## config.mk

```make
export PLATFORM = sky130hd
export DESIGN_NAME = cart_prg_mapper
export DESIGN_NICKNAME = d
export VERILOG_FILES = /design/src/rtl/cpm_pkg.sv /design/src/rtl/cpm_bus_strobe.sv /design/src/rtl/cpm_bank_regs.sv /design/src/rtl/cpm_lock_fsm.sv /design/src/rtl/cpm_out_decode.sv /design/src/rtl/cart_prg_mapper.sv
export SDC_FILE = /design/constraint.sdc
export NUM_CORES = 1
export LEC_CHECK = 0
export BUFFER_PORTS_ARGS = -buffer_cell sky130_fd_sc_hd__buf_2
export CAP_MARGIN = 20
export CORE_MARGIN = 4
export CORE_UTILIZATION = 36
export DETAILED_ROUTE_END_ITERATION = 6
export PLACE_DENSITY = 0.74
export REMOVE_ABC_BUFFERS = 1
export SLEW_MARGIN = 10
export SYNTH_ARGS = -nofsm -noshare
export SYNTH_HDL_FRONTEND = slang
export SYNTH_SLANG_ARGS = --single-unit
```

## constraint.sdc

```tcl
create_clock -name clk -period 1.2 [get_ports clk]
set_input_delay 0.12 -clock clk [delete_from_list [all_inputs] [get_ports clk]]
set_output_delay 0.12 -clock clk [all_outputs]
set_load 0.05 [all_outputs]
```

## src/rtl/cpm_pkg.sv

```systemverilog
package cpm_pkg;
    typedef enum logic [1:0] {
        LK_LOCKED = 2'd0,
        LK_ARMED  = 2'd1,
        LK_OPEN   = 2'd2
    } lock_state_t;

    localparam int ADDR_HI_W = 4;
    localparam int DATA_W    = 8;
endpackage

```

## src/rtl/cpm_bus_strobe.sv

```systemverilog
// Turns the ROM-select strobe into one-clock write and read access events.
module cpm_bus_strobe (
    input  logic clk,
    input  logic rst_n,
    input  logic rom_sel_n,
    input  logic cpu_rw,
    output logic wr_evt,
    output logic rd_evt
);
    logic sel_n_q;

    always_ff @(posedge clk or negedge rst_n) begin
        if (!rst_n) sel_n_q <= 1'b1;
        else        sel_n_q <= rom_sel_n;
    end

    // An access starts in the clock where the strobe is first seen low.
    logic start;
    assign start  = sel_n_q & ~rom_sel_n;
    assign wr_evt = start & ~cpu_rw;
    assign rd_evt = start & cpu_rw;

    // a held strobe never yields back-to-back write events
    p_single_write_r3: assert property (@(posedge clk) disable iff (!rst_n)
        wr_evt |=> !wr_evt);
endmodule

```

## src/rtl/cpm_bank_regs.sv

```systemverilog
// Inner and outer bank registers, each loaded from its own write window.
module cpm_bank_regs #(
    parameter int INNER_W   = 4,
    parameter int OUTER_W   = 3,
    parameter int OUTER_LSB = 2,
    localparam int DIN_W    = (INNER_W > OUTER_LSB + OUTER_W) ? INNER_W : OUTER_LSB + OUTER_W
) (
    input  logic               clk,
    input  logic               rst_n,
    input  logic               wr_evt,
    input  logic               hi_window,
    input  logic [DIN_W-1:0]   din,
    output logic [INNER_W-1:0] inner_q,
    output logic [OUTER_W-1:0] outer_q
);
    always_ff @(posedge clk or negedge rst_n) begin
        if (!rst_n) begin
            inner_q <= '0;
            outer_q <= '0;
        end else if (wr_evt) begin
            if (hi_window) inner_q <= din[INNER_W-1:0];
            else           outer_q <= din[OUTER_LSB +: OUTER_W];
        end
    end

    // bank contents change only on a write event
    p_regs_hold_r3: assert property (@(posedge clk) disable iff (!rst_n)
        !wr_evt |=> ($stable(inner_q) && $stable(outer_q)));
endmodule

```

## src/rtl/cpm_lock_fsm.sv

```systemverilog
// Power-up lockout: locked -> armed (lockout input low) -> open (top-page read).
module cpm_lock_fsm
    import cpm_pkg::*;
#(
    parameter logic [ADDR_HI_W-1:0] UNLOCK_PAGE = 4'hF
) (
    input  logic                 clk,
    input  logic                 rst_n,
    input  logic                 lock_n,
    input  logic                 rd_evt,
    input  logic [ADDR_HI_W-1:0] addr_hi,
    output logic                 protect,
    output lock_state_t          state
);
    lock_state_t state_nx;
    logic        top_page_rd;

    assign top_page_rd = rd_evt && (addr_hi == UNLOCK_PAGE);

    always_ff @(posedge clk or negedge rst_n) begin
        if (!rst_n) state <= LK_LOCKED;
        else        state <= state_nx;
    end

    always_comb begin
        state_nx = state;
        protect  = 1'b1;
        unique case (state)
            LK_LOCKED: if (!lock_n)     state_nx = LK_ARMED;
            LK_ARMED:  if (top_page_rd) state_nx = LK_OPEN;
            LK_OPEN: begin
                protect = 1'b0;
            end
            default: state_nx = LK_LOCKED;
        endcase
    end

    // no shortcut from locked straight to open
    p_no_skip_arm_r9: assert property (@(posedge clk) disable iff (!rst_n)
        (state == LK_LOCKED) |=> (state != LK_OPEN));
    // open is sticky until reset
    p_open_sticky_r10: assert property (@(posedge clk) disable iff (!rst_n)
        (state == LK_OPEN) |=> (state == LK_OPEN));
endmodule

```

## src/rtl/cpm_out_decode.sv

```systemverilog
// Drives the ROM address lines, ROM strobes and the read override.
module cpm_out_decode #(
    parameter int          INNER_W  = 4,
    parameter logic [7:0]  LOCK_VAL = 8'hEA
) (
    input  logic               hi_window,
    input  logic [INNER_W-1:0] inner_q,
    input  logic               rom_sel_n,
    input  logic               cpu_rw,
    input  logic               protect,
    output logic [INNER_W-1:0] rom_addr_hi,
    output logic               rom_oe_n,
    output logic               rom_ce_n,
    output logic               ovr_en,
    output logic [7:0]         ovr_data,
    output logic               pwr_ctl
);
    localparam logic [INNER_W-1:0] LAST_BANK = '1;

    always_comb begin
        rom_addr_hi = hi_window ? LAST_BANK : inner_q;
        rom_oe_n    = rom_sel_n | ~cpu_rw;
        rom_ce_n    = protect;
        ovr_en      = protect & cpu_rw;
        ovr_data    = LOCK_VAL;
        pwr_ctl     = 1'b0;
    end
endmodule

```

## src/rtl/cart_prg_mapper.sv

```systemverilog
module cart_prg_mapper
    import cpm_pkg::*;
#(
    parameter int          INNER_W   = 4,
    parameter int          OUTER_W   = 3,
    parameter int          OUTER_LSB = 2,
    parameter logic [7:0]  LOCK_VAL  = 8'hEA
) (
    input  logic               clk,
    input  logic               rst_n,
    input  logic [3:0]         cpu_addr_hi,
    input  logic [7:0]         cpu_data,
    input  logic               cpu_rw,
    input  logic               rom_sel_n,
    input  logic               lock_n,
    output logic [INNER_W-1:0] rom_addr_hi,
    output logic [OUTER_W-1:0] outer_bank,
    output logic               rom_oe_n,
    output logic               rom_ce_n,
    output logic               rd_override_en,
    output logic [7:0]         rd_override_data,
    output logic               pwr_ctl
);
    localparam int DIN_W = (INNER_W > OUTER_LSB + OUTER_W) ? INNER_W : OUTER_LSB + OUTER_W;

    logic        wr_evt, rd_evt, protect, hi_window;
    logic [INNER_W-1:0] inner_q;
    lock_state_t lk_state;
    logic        unused_bits;

    assign hi_window   = cpu_addr_hi[2];
    assign unused_bits = ^cpu_data[7:DIN_W] ^ ^lk_state;

    cpm_bus_strobe u_strobe (
        .clk(clk), .rst_n(rst_n), .rom_sel_n(rom_sel_n), .cpu_rw(cpu_rw),
        .wr_evt(wr_evt), .rd_evt(rd_evt)
    );

    cpm_bank_regs #(.INNER_W(INNER_W), .OUTER_W(OUTER_W), .OUTER_LSB(OUTER_LSB)) u_banks (
        .clk(clk), .rst_n(rst_n), .wr_evt(wr_evt), .hi_window(hi_window),
        .din(cpu_data[DIN_W-1:0]), .inner_q(inner_q), .outer_q(outer_bank)
    );

    cpm_lock_fsm #(.UNLOCK_PAGE(4'hF)) u_lock (
        .clk(clk), .rst_n(rst_n), .lock_n(lock_n), .rd_evt(rd_evt),
        .addr_hi(cpu_addr_hi), .protect(protect), .state(lk_state)
    );

    cpm_out_decode #(.INNER_W(INNER_W), .LOCK_VAL(LOCK_VAL)) u_dec (
        .hi_window(hi_window), .inner_q(inner_q), .rom_sel_n(rom_sel_n),
        .cpu_rw(cpu_rw), .protect(protect), .rom_addr_hi(rom_addr_hi),
        .rom_oe_n(rom_oe_n), .rom_ce_n(rom_ce_n), .ovr_en(rd_override_en),
        .ovr_data(rd_override_data), .pwr_ctl(pwr_ctl)
    );

    // chip enable only falls after a read begun in the top page
    p_ce_fall_r10: assert property (@(posedge clk) disable iff (!rst_n)
        $fell(rom_ce_n) |-> $past(!rom_sel_n && cpu_rw && cpu_addr_hi == 4'hF));
    // locked-out reads always carry the override value
    p_override_r8: assert property (@(posedge clk) disable iff (!rst_n)
        (rom_ce_n && cpu_rw) |-> (rd_override_en && rd_override_data == LOCK_VAL));
    // upper window is pinned to the last bank
    p_hi_fixed_r4: assert property (@(posedge clk) disable iff (!rst_n)
        cpu_addr_hi[2] |-> (rom_addr_hi == '1));
    // power control never rises
    p_pwr_low_r11: assert property (@(posedge clk) disable iff (!rst_n)
        !pwr_ctl);
endmodule

```

Yosys cells after proc, flatten, opt, wreduce, memory -nomap -nowiden
Cells that the tools add are included.
{"block": "word_totals", "inputBits": 17, "ff_bits": 10}
{"block": "classes", "bitwise": 9, "mux": 5, "eq_ne": 5, "n_reduce_logical": 5}
{"op": "one-hot mux 2 bit (3 select lines)", "n": 1}
{"op": "bitwise AND 1 bit", "n": 4}
{"op": "== test 4 bit (second input constant)", "n": 1}
{"op": "two-way mux 2 bit", "n": 2}
{"op": "two-way mux 4 bit", "n": 1}
{"op": "NOT 1 bit", "n": 4}
{"op": "AND reduction 2 bit", "n": 2}
{"op": "AND reduction 3 bit", "n": 1}
{"op": "== test 2 x 1 -> 1 bit (second input constant)", "n": 1}
{"op": "== test 2 bit (second input constant)", "n": 1}
{"op": "logical NOT 2 bit", "n": 1}
{"op": "inequality test 2 x 1 -> 1 bit (second input constant)", "n": 1}
{"op": "inequality test 2 bit (second input constant)", "n": 1}
{"op": "logical AND 1 bit", "n": 1}
{"op": "two-way mux 1 bit", "n": 1}
{"op": "OR 1 bit", "n": 1}

Depth between registers and ports, before layout
Gate-level depths: netlist of run 1.
{"block": "logic_depth", "ltp_word": 6, "mapped_depth": 2, "depth_no_buf": 2}

By module
Synthesis of run 1 repeated with hierarchy kept, for this count alone.
{"block": "hier_totals", "hier_cells": 46, "area_unflattened_um2": 540.5}
{"module": "cpm_bank_regs", "seq_area_each_um2": 175.2, "n_inst": 1, "cells_each": 16, "area_per_inst_um2": 266.5}
{"module": "cpm_out_decode", "seq_area_each_um2": 0.0, "n_inst": 1, "cells_each": 18, "area_per_inst_um2": 120.1}
{"module": "cpm_lock_fsm", "seq_area_each_um2": 50.0, "n_inst": 1, "cells_each": 9, "area_per_inst_um2": 106.4}
{"module": "cpm_bus_strobe", "seq_area_each_um2": 26.3, "n_inst": 1, "cells_each": 3, "area_per_inst_um2": 47.5}

Worst setup path before layout of run 1
Ideal clock, no wire load.
{"block": "synth_timing", "path_kind": "reg-to-output", "startpoint": "reg u_lock.state[0]", "endpoint": "out rd_override_en", "path_buffers": 0, "path_stages_with_launch": 3, "t_arrival_ps": 1218, "path_slack_ps": -138, "cell_sequence": "dfrtp_1 nand2b_1 and2_2"}
{"block": "synth_between", "elab_chain_cells": 3}
{"item": "from (decl)", "line": "cpm_lock_fsm.sv:13", "rtl": "output lock_state_t state"}
{"item": "from (signal assigned)", "line": "cpm_lock_fsm.sv:22", "rtl": "else state <= state_nx;"}
{"item": "== test 2 bit", "line": "cpm_lock_fsm.sv:28", "rtl": "unique case (state)"}
{"item": "two-way mux 1 bit", "line": "cpm_lock_fsm.sv:28"}
{"item": "named net rom_ce_n", "line": "cart_prg_mapper.sv:19", "rtl": "output logic rom_ce_n,"}
{"item": "bitwise AND 1 bit", "line": "cpm_out_decode.sv:24", "rtl": "ovr_en = protect & cpu_rw;"}
{"item": "to (decl)", "line": "cart_prg_mapper.sv:20", "rtl": "output logic rd_override_en,"}
The timed path passes the listed nets, and every way through them passes these cells.

Worst setup path after layout of run 1
{"block": "layout_timing", "startpoint": "reg u_strobe.sel_n_q", "endpoint": "reg u_banks.outer_q[2]"}
{"block": "layout_between", "elab_chain_cells": 3}
{"item": "from (decl)", "line": "cpm_bus_strobe.sv:10", "rtl": "logic sel_n_q;"}
{"item": "from (signal assigned)", "line": "cpm_bus_strobe.sv:14", "rtl": "else sel_n_q <= rom_sel_n;"}
{"item": "bitwise AND 1 bit", "line": "cpm_bus_strobe.sv:19", "rtl": "assign start = sel_n_q & ~rom_sel_n;"}
{"item": "bitwise AND 1 bit", "line": "cpm_bus_strobe.sv:20", "rtl": "assign wr_evt = start & ~cpu_rw;"}
{"item": "AND reduction 2 bit (no line)"}
{"item": "to (signal assigned)", "line": "cpm_bank_regs.sv:22", "rtl": "else outer_q <= din[OUTER_LSB +: OUTER_W];"}
{"item": "to (decl)", "line": "cpm_bank_regs.sv:14", "rtl": "output logic [OUTER_W-1:0] outer_q"}
No other way between the ends.
A chain may end at the register's enable or synchronous reset.

==> impl_metrics.yaml, run 1 <==
logic_synthesis:
  synth_edf_count: 0
  post-synth-top-area-cell: "dfrtp_1"
  ys_types: 17
  synthCells: 45
  synth_flop_cell: "dfrtp_1"
  ys_seq_elements: 10
  ys_warn_count: 0
  synthTopCellsByArea: "dfrtp_1, buf_4, mux2_4"
  synth_common_cells: "buf_4, dfrtp_1, mux2_4, or2_2"
  synth_top_area_share_pct: 40.4
  synth_seq_area_share_pct: 45.1
  async_flop_share_pct: 100
  synth_area_sq_um: 558
  syn_avg_cell_area_sq_um: 12.4
worst_setup_path:
  ff2ff_setup_slack_ns: -0.13
  cpLargestDelayFamily: "flip-flops"
  endpoint: "u_banks.outer_q[2]"
  worstSetupPathType: "register to register"
  start_kind: "register"
  worstSetupEndpointType: "register"
  cp_num_buf_inv: 1
  rr_worst_depth: 3
  crit_arrival_ns: 1.46
  worstPathCellList: "nor4b_4 -> buf_4 -> mux2_4"
  reg2reg_to: "u_banks.outer_q[2]"
  cp_slowest_stage_delay_ns: 0.54
  r2r_start: "u_strobe.sel_n_q"
  crit_slowest_cell: "dfstp_2"
  required_ns: 1.34
  cp.depth: 3
  worst-path-max-fanout: 3
  crit_start: "u_strobe.sel_n_q"
power:
  p_sw_share_pct: 35.0
  clock_power_share_pct: 23.3
  leakage_nw: 0.425
  intPower_w: 0.000794
  power_density_mw_per_mm2: 1470
  seqPwrFrac_pct: 34.7
  p_comb_share_pct: 42.0
  ir_drop_mv: 1.04
  finalPower_w: 0.00122
  netSwitchingPower_w: 0.000428
clock_network:
  cts_tree: "done"
  cts-root-buf: "clkbuf_4"
  clock-sinks: 10
  cts_buffer_depth: 2
  clkTransAtPathRegs_ns: 0.06
  cts_buffers: 3
  cts_max_level: 1
  clk_latency_ns: 0.25
cells_and_area:
  nFillCells: 109
  syn2layout_area_growth_pct: 49.1
  antenna_cells: 0
  fin_util_pct: 60.2
  final_nets: 96
  drive_above_1_share_pct: 62.8
  layout.cells.non_filler: 93
sta:
  clock_skew_ns: 0.00280
  period_share_pct: 111
  finalHoldViolations: 0
  rsz0062_at_grt: "true"
  fin_ws_ns: -0.128
  fmax_mhz: 753
  setup_viol: 7
  slew_violations: 0
  fin_crit_ns: 1.33
flow_run:
  maxCapViolCount: 0
grt:
  grt_pass1_wl_mm: 1.65
  grt.total_usage_pct: 11.3
  antenna_found_initial: 0
  first_global_vias: 389
  gr-total-overflow: 0
  grt_max_degree: 11
die:
  core_area_sq_mm: 0.00138
  pin_count: 36
  rows: 13
  initial_core_util_pct: 40.4
  die_area_sq_mm: 0.00224
  die_height_microns: 47.4
  die_w_microns: 47.4
detailed_routing:
  drt_first_pass_iters: 4
  drc: 0
  first_iter_violations: 1
  ant_nets: 0
  vias: 427
  wl_mm: 1.16
  avgRoutedWirePerCell_microns: 12.4
  routed_via_density: 4.59
place:
  place_congestion: 0.736
  dpl.hpwl_microns: 873
  placedCellCount: 81
  preCtsSetupSlack_ns: -0.140
  port_buffers: 23
status:
  violations: "setup timing"
  run_status: "complete, but fails checks"
min_path:
  min_path_cells: 2
  hold_class: "input port to register"
-- routing by layer --
| metal | vias up | GRT usage [%] | share of wire (%) |
|---|---|---|---|
| met5 | - | 0 | 0 |
| met4 | 0 | 4.97 | 0.95 |
| met3 | 2 | 6.13 | 16 |
| met2 | 29 | 17.4 | 44 |
| met1 | 196 | 12.7 | 39 |
| li1 | 200 | - | - |
-- state kept, by name (all words and copies together) (netlist names) --
name and cells:
u_banks.inner_q 4, u_banks.outer_q 3, u_lock.state 2, u_strobe.sel_n_q 1
-- placed cells by master, fill, tap and decap left out --
| cell | Yosys | layout |
|---|---|---|
| buf_2 | 0 | 18 |
| conb_1 | 2 | 9 |
| dfrtp_1 | 9 | 9 |
| mux2_4 | 4 | 7 |
| buf_4 | 9 | 6 |
| buf_8 | 0 | 5 |
| or2_4 | 0 | 4 |
| clkbuf_4 | 0 | 3 |
| nand2b_1 | 3 | 2 |
| inv_1 | 2 | 2 |
| dlygate4sd3_1 | 0 | 2 |
| nand2b_4 | 0 | 1 |
| or2b_1 | 1 | 1 |
| and2_4 | 0 | 1 |
| nor4b_4 | 1 | 1 |
| and4bb_4 | 1 | 1 |
| nand3_1 | 1 | 1 |
| nand4b_1 | 1 | 1 |
| o31ai_1 | 1 | 1 |
| o311a_1 | 1 | 1 |
| clkbuf_8 | 0 | 1 |
| dfstp_2 | 1 | 1 |
-- layout make-up --
type | instances | area [sq um] | area share (%)
clock buffers | 4 | 36.3 | 4.36
inverters | 2 | 7.51 | 0.902
multi-input cells | 31 | 288 | 34.6
flip-flops and latches | 10 | 251 | 30.2
well taps | 15 | 18.8 | 2.26
repair buffers | 31 | 230 | 27.7
-- cell families after synthesis --
logic type | count (synthesis) | share of synthesized area, %
buf+inv | 11 | 13.5
compound gates | 2 | 3.14
mux | 7 | 16.8
flops | 10 | 45.1
simple gates | 13 | 20.2
other cells | 2 | 1.35
-- worst register-to-register path: cells and delay by family (launching register included) --
family        cells  cell delay (ns)
buf+inv           1             0.18
flops             1             0.54
mux               1             0.30
simple gates      1             0.19
-- how the worst min path moves through the flow --
stage                           start            endpoint  slack (ns)
after floorplan                 rst_n  u_banks.inner_q[0]       -0.18
after detailed placement        rst_n  u_banks.outer_q[1]       -0.01
final                     cpu_data[0]  u_banks.inner_q[0]        0.09
after global placement          rst_n  u_banks.outer_q[2]       -0.02
after CTS                 cpu_data[0]  u_banks.inner_q[0]        0.09
after global routing      cpu_data[0]  u_banks.inner_q[0]        0.08
-- power groups by stage --
stage	sequential, W	clock [W]	combinational (W)
floorplan	0.000499	0	0.000229
global placement	0.000421	0	0.000386
detailed placement	0.000426	0	0.000393
CTS	0.000421	0.000299	0.000460
global route	0.000426	0.000329	0.000538
finish	0.000423	0.000285	0.000513
-- through the flow --
step                hold slack, ns  cell area [sq um]  TNS [ns]
floorplan                   -0.176                517    -0.302
global placement           -0.0161                651    -0.440
detailed placement         -0.0144                651    -0.574
CTS                         0.0864                786    -0.610
global route                0.0807                832    -0.859
finish                      0.0940                832    -0.609
-- timing repair --
item / CTS / global route
cloned: 0 / 0
setup endpoints to repair: 12 / 11
setup buffers: 3 / 3
resized for setup: 16 / 8
hold buffers: 2 / 0
hold endpoints to repair: 11 / 0
Power figures use the tool's default switching activity.
==> run 2, diff against run 1 <==
CELL_PAD_IN_SITES_DETAIL_PLACEMENT = 1   (was default)
CELL_PAD_IN_SITES_GLOBAL_PLACEMENT = 2   (was default)
CORE_UTILIZATION = 21   (was 36)
==> run 2 against run 1 <==
The run still ends with setup timing left. Worst hold slack hardly changed. Clock-buffer cell count stayed put. Die area is 58% higher. Global-route usage is 2.9 points lower. Sequential power hardly changed. Largest power group unchanged.
==> impl_metrics.yaml, run 2 (synthesis results as in run 1) <==
cells_and_area:
  largest_reg_flops: 4
  syn2layout_area_growth_pct: 52.9
  mostFrequentLayoutCells: "buf_2, conb_1, dfrtp_1, mux2_4, buf_4"
  reg_top3: "u_banks.inner_q x4, u_banks.outer_q x3, u_lock.state x2"
  final_nets: 96
  final_common_cell: "buf_2"
  fin_util_pct: 34.1
  drive_above_1_share_pct: 62.8
  antenna_cells: 0
  top_register: "u_banks.inner_q"
power:
  power_density_mw_per_mm2: 1440
  ir_drop_mv: 0.884
  leakage_nw: 0.424
worst_setup_path:
  r2r_start: "u_strobe.sel_n_q"
  cp_num_buf_inv: 1
  worstSetupPathType: "register to register"
  cpLargestDelayFamily: "flip-flops"
  ff2ff_setup_slack_ns: -0.11
  crit_slowest_cell: "dfstp_2"
  crit_arrival_ns: 1.46
  worst-path-max-fanout: 3
  cp_slowest_stage_delay_ns: 0.54
  reg2reg_to: "u_banks.outer_q[1]"
  worstPathCellList: "nor4b_4 -> buf_4 -> mux2_4"
  rr_worst_depth: 3
  start_kind: "register"
  required_ns: 1.34
  worstSetupEndpointType: "register"
detailed_routing:
  avgRoutedWirePerCell_microns: 11.5
  vias: 427
  ant_nets: 0
  routed_via_density: 3.95
  drt_first_pass_iters: 1
  wl_mm: 1.25
  first_iter_violations: 0
  drc: 0
grt:
  grt_max_degree: 11
  grt.total_usage_pct: 8.36
  first_global_vias: 483
  grt_pass1_wl_mm: 2.22
  gr-total-overflow: 0
  antenna_found_initial: 0
clock_network:
  cts_buffers: 3
  cts_max_level: 1
  cts_tree: "done"
  cts_buffer_depth: 2
  clk_latency_ns: 0.26
  clkTransAtPathRegs_ns: 0.07
  clock-sinks: 10
  cts-root-buf: "clkbuf_4"
die:
  initial_core_util_pct: 22.3
  rows: 18
  die_area_sq_mm: 0.00355
  die_height_microns: 59.6
  core_area_sq_mm: 0.00250
  pin_count: 36
  die_w_microns: 59.6
sta:
  rsz0062_at_grt: "true"
  fin_crit_ns: 1.31
  fin_tns_setup_ns: -0.561
  setup_viol: 7
  clock_skew_ns: 0.000511
  fmax_mhz: 762
  finalHoldViolations: 0
  period_share_pct: 109
  fin_ws_ns: -0.112
  slew_violations: 0
min_path:
  hold-path-endpoint: "u_banks.outer_q[2]"
  min_path_cells: 2
  hold_start: "cpu_data[4]"
  hold_class: "input port to register"
place:
  place_congestion: 0.637
  dpl.hpwl_microns: 984
  port_buffers: 23
status:
  violations: "setup timing"
  run_status: "complete, but fails checks"
flow_run:
  maxCapViolCount: 0
run 2: changes by cell type in the layout (fill, tap and decap cells not counted):
cell / before / now
buf_2: 18 / 17
clkbuf_4: 3 / 4
run 2: timing repair:
| item | in CTS | in global routing |
|---|---|---|
| endpoints found under the hold margin | 11 | 0 |
| hold buffers | 2 | 0 |
| resized for setup | 18 | 7 |
| buffers inserted | 5 | 1 |
| endpoints found under the setup margin | 13 | 12 |
run 2: cell type report:
type | count | area [sq um]
inverters | 2 | 7.51
clock buffers | 4 | 36.3
repair buffers | 31 | 233
well taps | 30 | 37.5
flip-flops and latches | 10 | 251
multi-input cells | 31 | 288
fillers | 284 | 1650
run 2: worst reg2reg max path, cell delays in order, from the launching register on:
cell and delay, ns:
dfstp_2 0.54, nor4b_4 0.18, buf_4 0.18, mux2_4 0.30
run 2: worst max path at each step:
stage	end	from	cells past startpoint	slack (ns)
3_5_place_dp	u_banks.outer_q[1]	u_strobe.sel_n_q	2	-0.12
6_report	u_banks.outer_q[1]	u_strobe.sel_n_q	3	-0.11
2_1_floorplan	rd_override_en	u_lock.state[0]	2	-0.14
4_1_cts	u_banks.outer_q[1]	u_strobe.sel_n_q	3	-0.10
5_1_grt	u_banks.outer_q[1]	u_strobe.sel_n_q	3	-0.17
3_3_place_gp	u_banks.outer_q[0]	u_strobe.sel_n_q	2	-0.08
run 2: metal layers:
metal / track usage (%) / up-vias / routed length (microns)
li1: - / 199 / -
met1: 11.2 / 201 / 546
met2: 12.9 / 27 / 547
met3: 4.14 / 0 / 153
met4: 0 / 0 / 0
met5: 0 / - / 0
run 2: report_power, final:
| group | switching [W] | leakage, nW | internal [W] |
|---|---|---|---|
| combinational | 0.000296 | 0.286 | 0.000218 |
| clock | 0.000111 | 0.0210 | 0.000184 |
| sequential | 0.0000297 | 0.117 | 0.000392 |
| total | 0.000437 | 0.424 | 0.000794 |
run 2: stage by stage:
stage | std cells | setup slack, ns | total power (W) | cell area [sq um] | hold WS, ns
global route | 108 | -0.167 | 0.00130 | 853 | 0.0760
finish | 108 | -0.112 | 0.00123 | 853 | 0.0936
detailed placement | 96 | -0.116 | 0.000821 | 669 | -0.00245
global placement | 96 | -0.0793 | 0.000812 | 669 | -0.0146
floorplan | 43 | -0.138 | 0.000728 | 517 | -0.176
CTS | 107 | -0.104 | 0.00122 | 827 | 0.0830
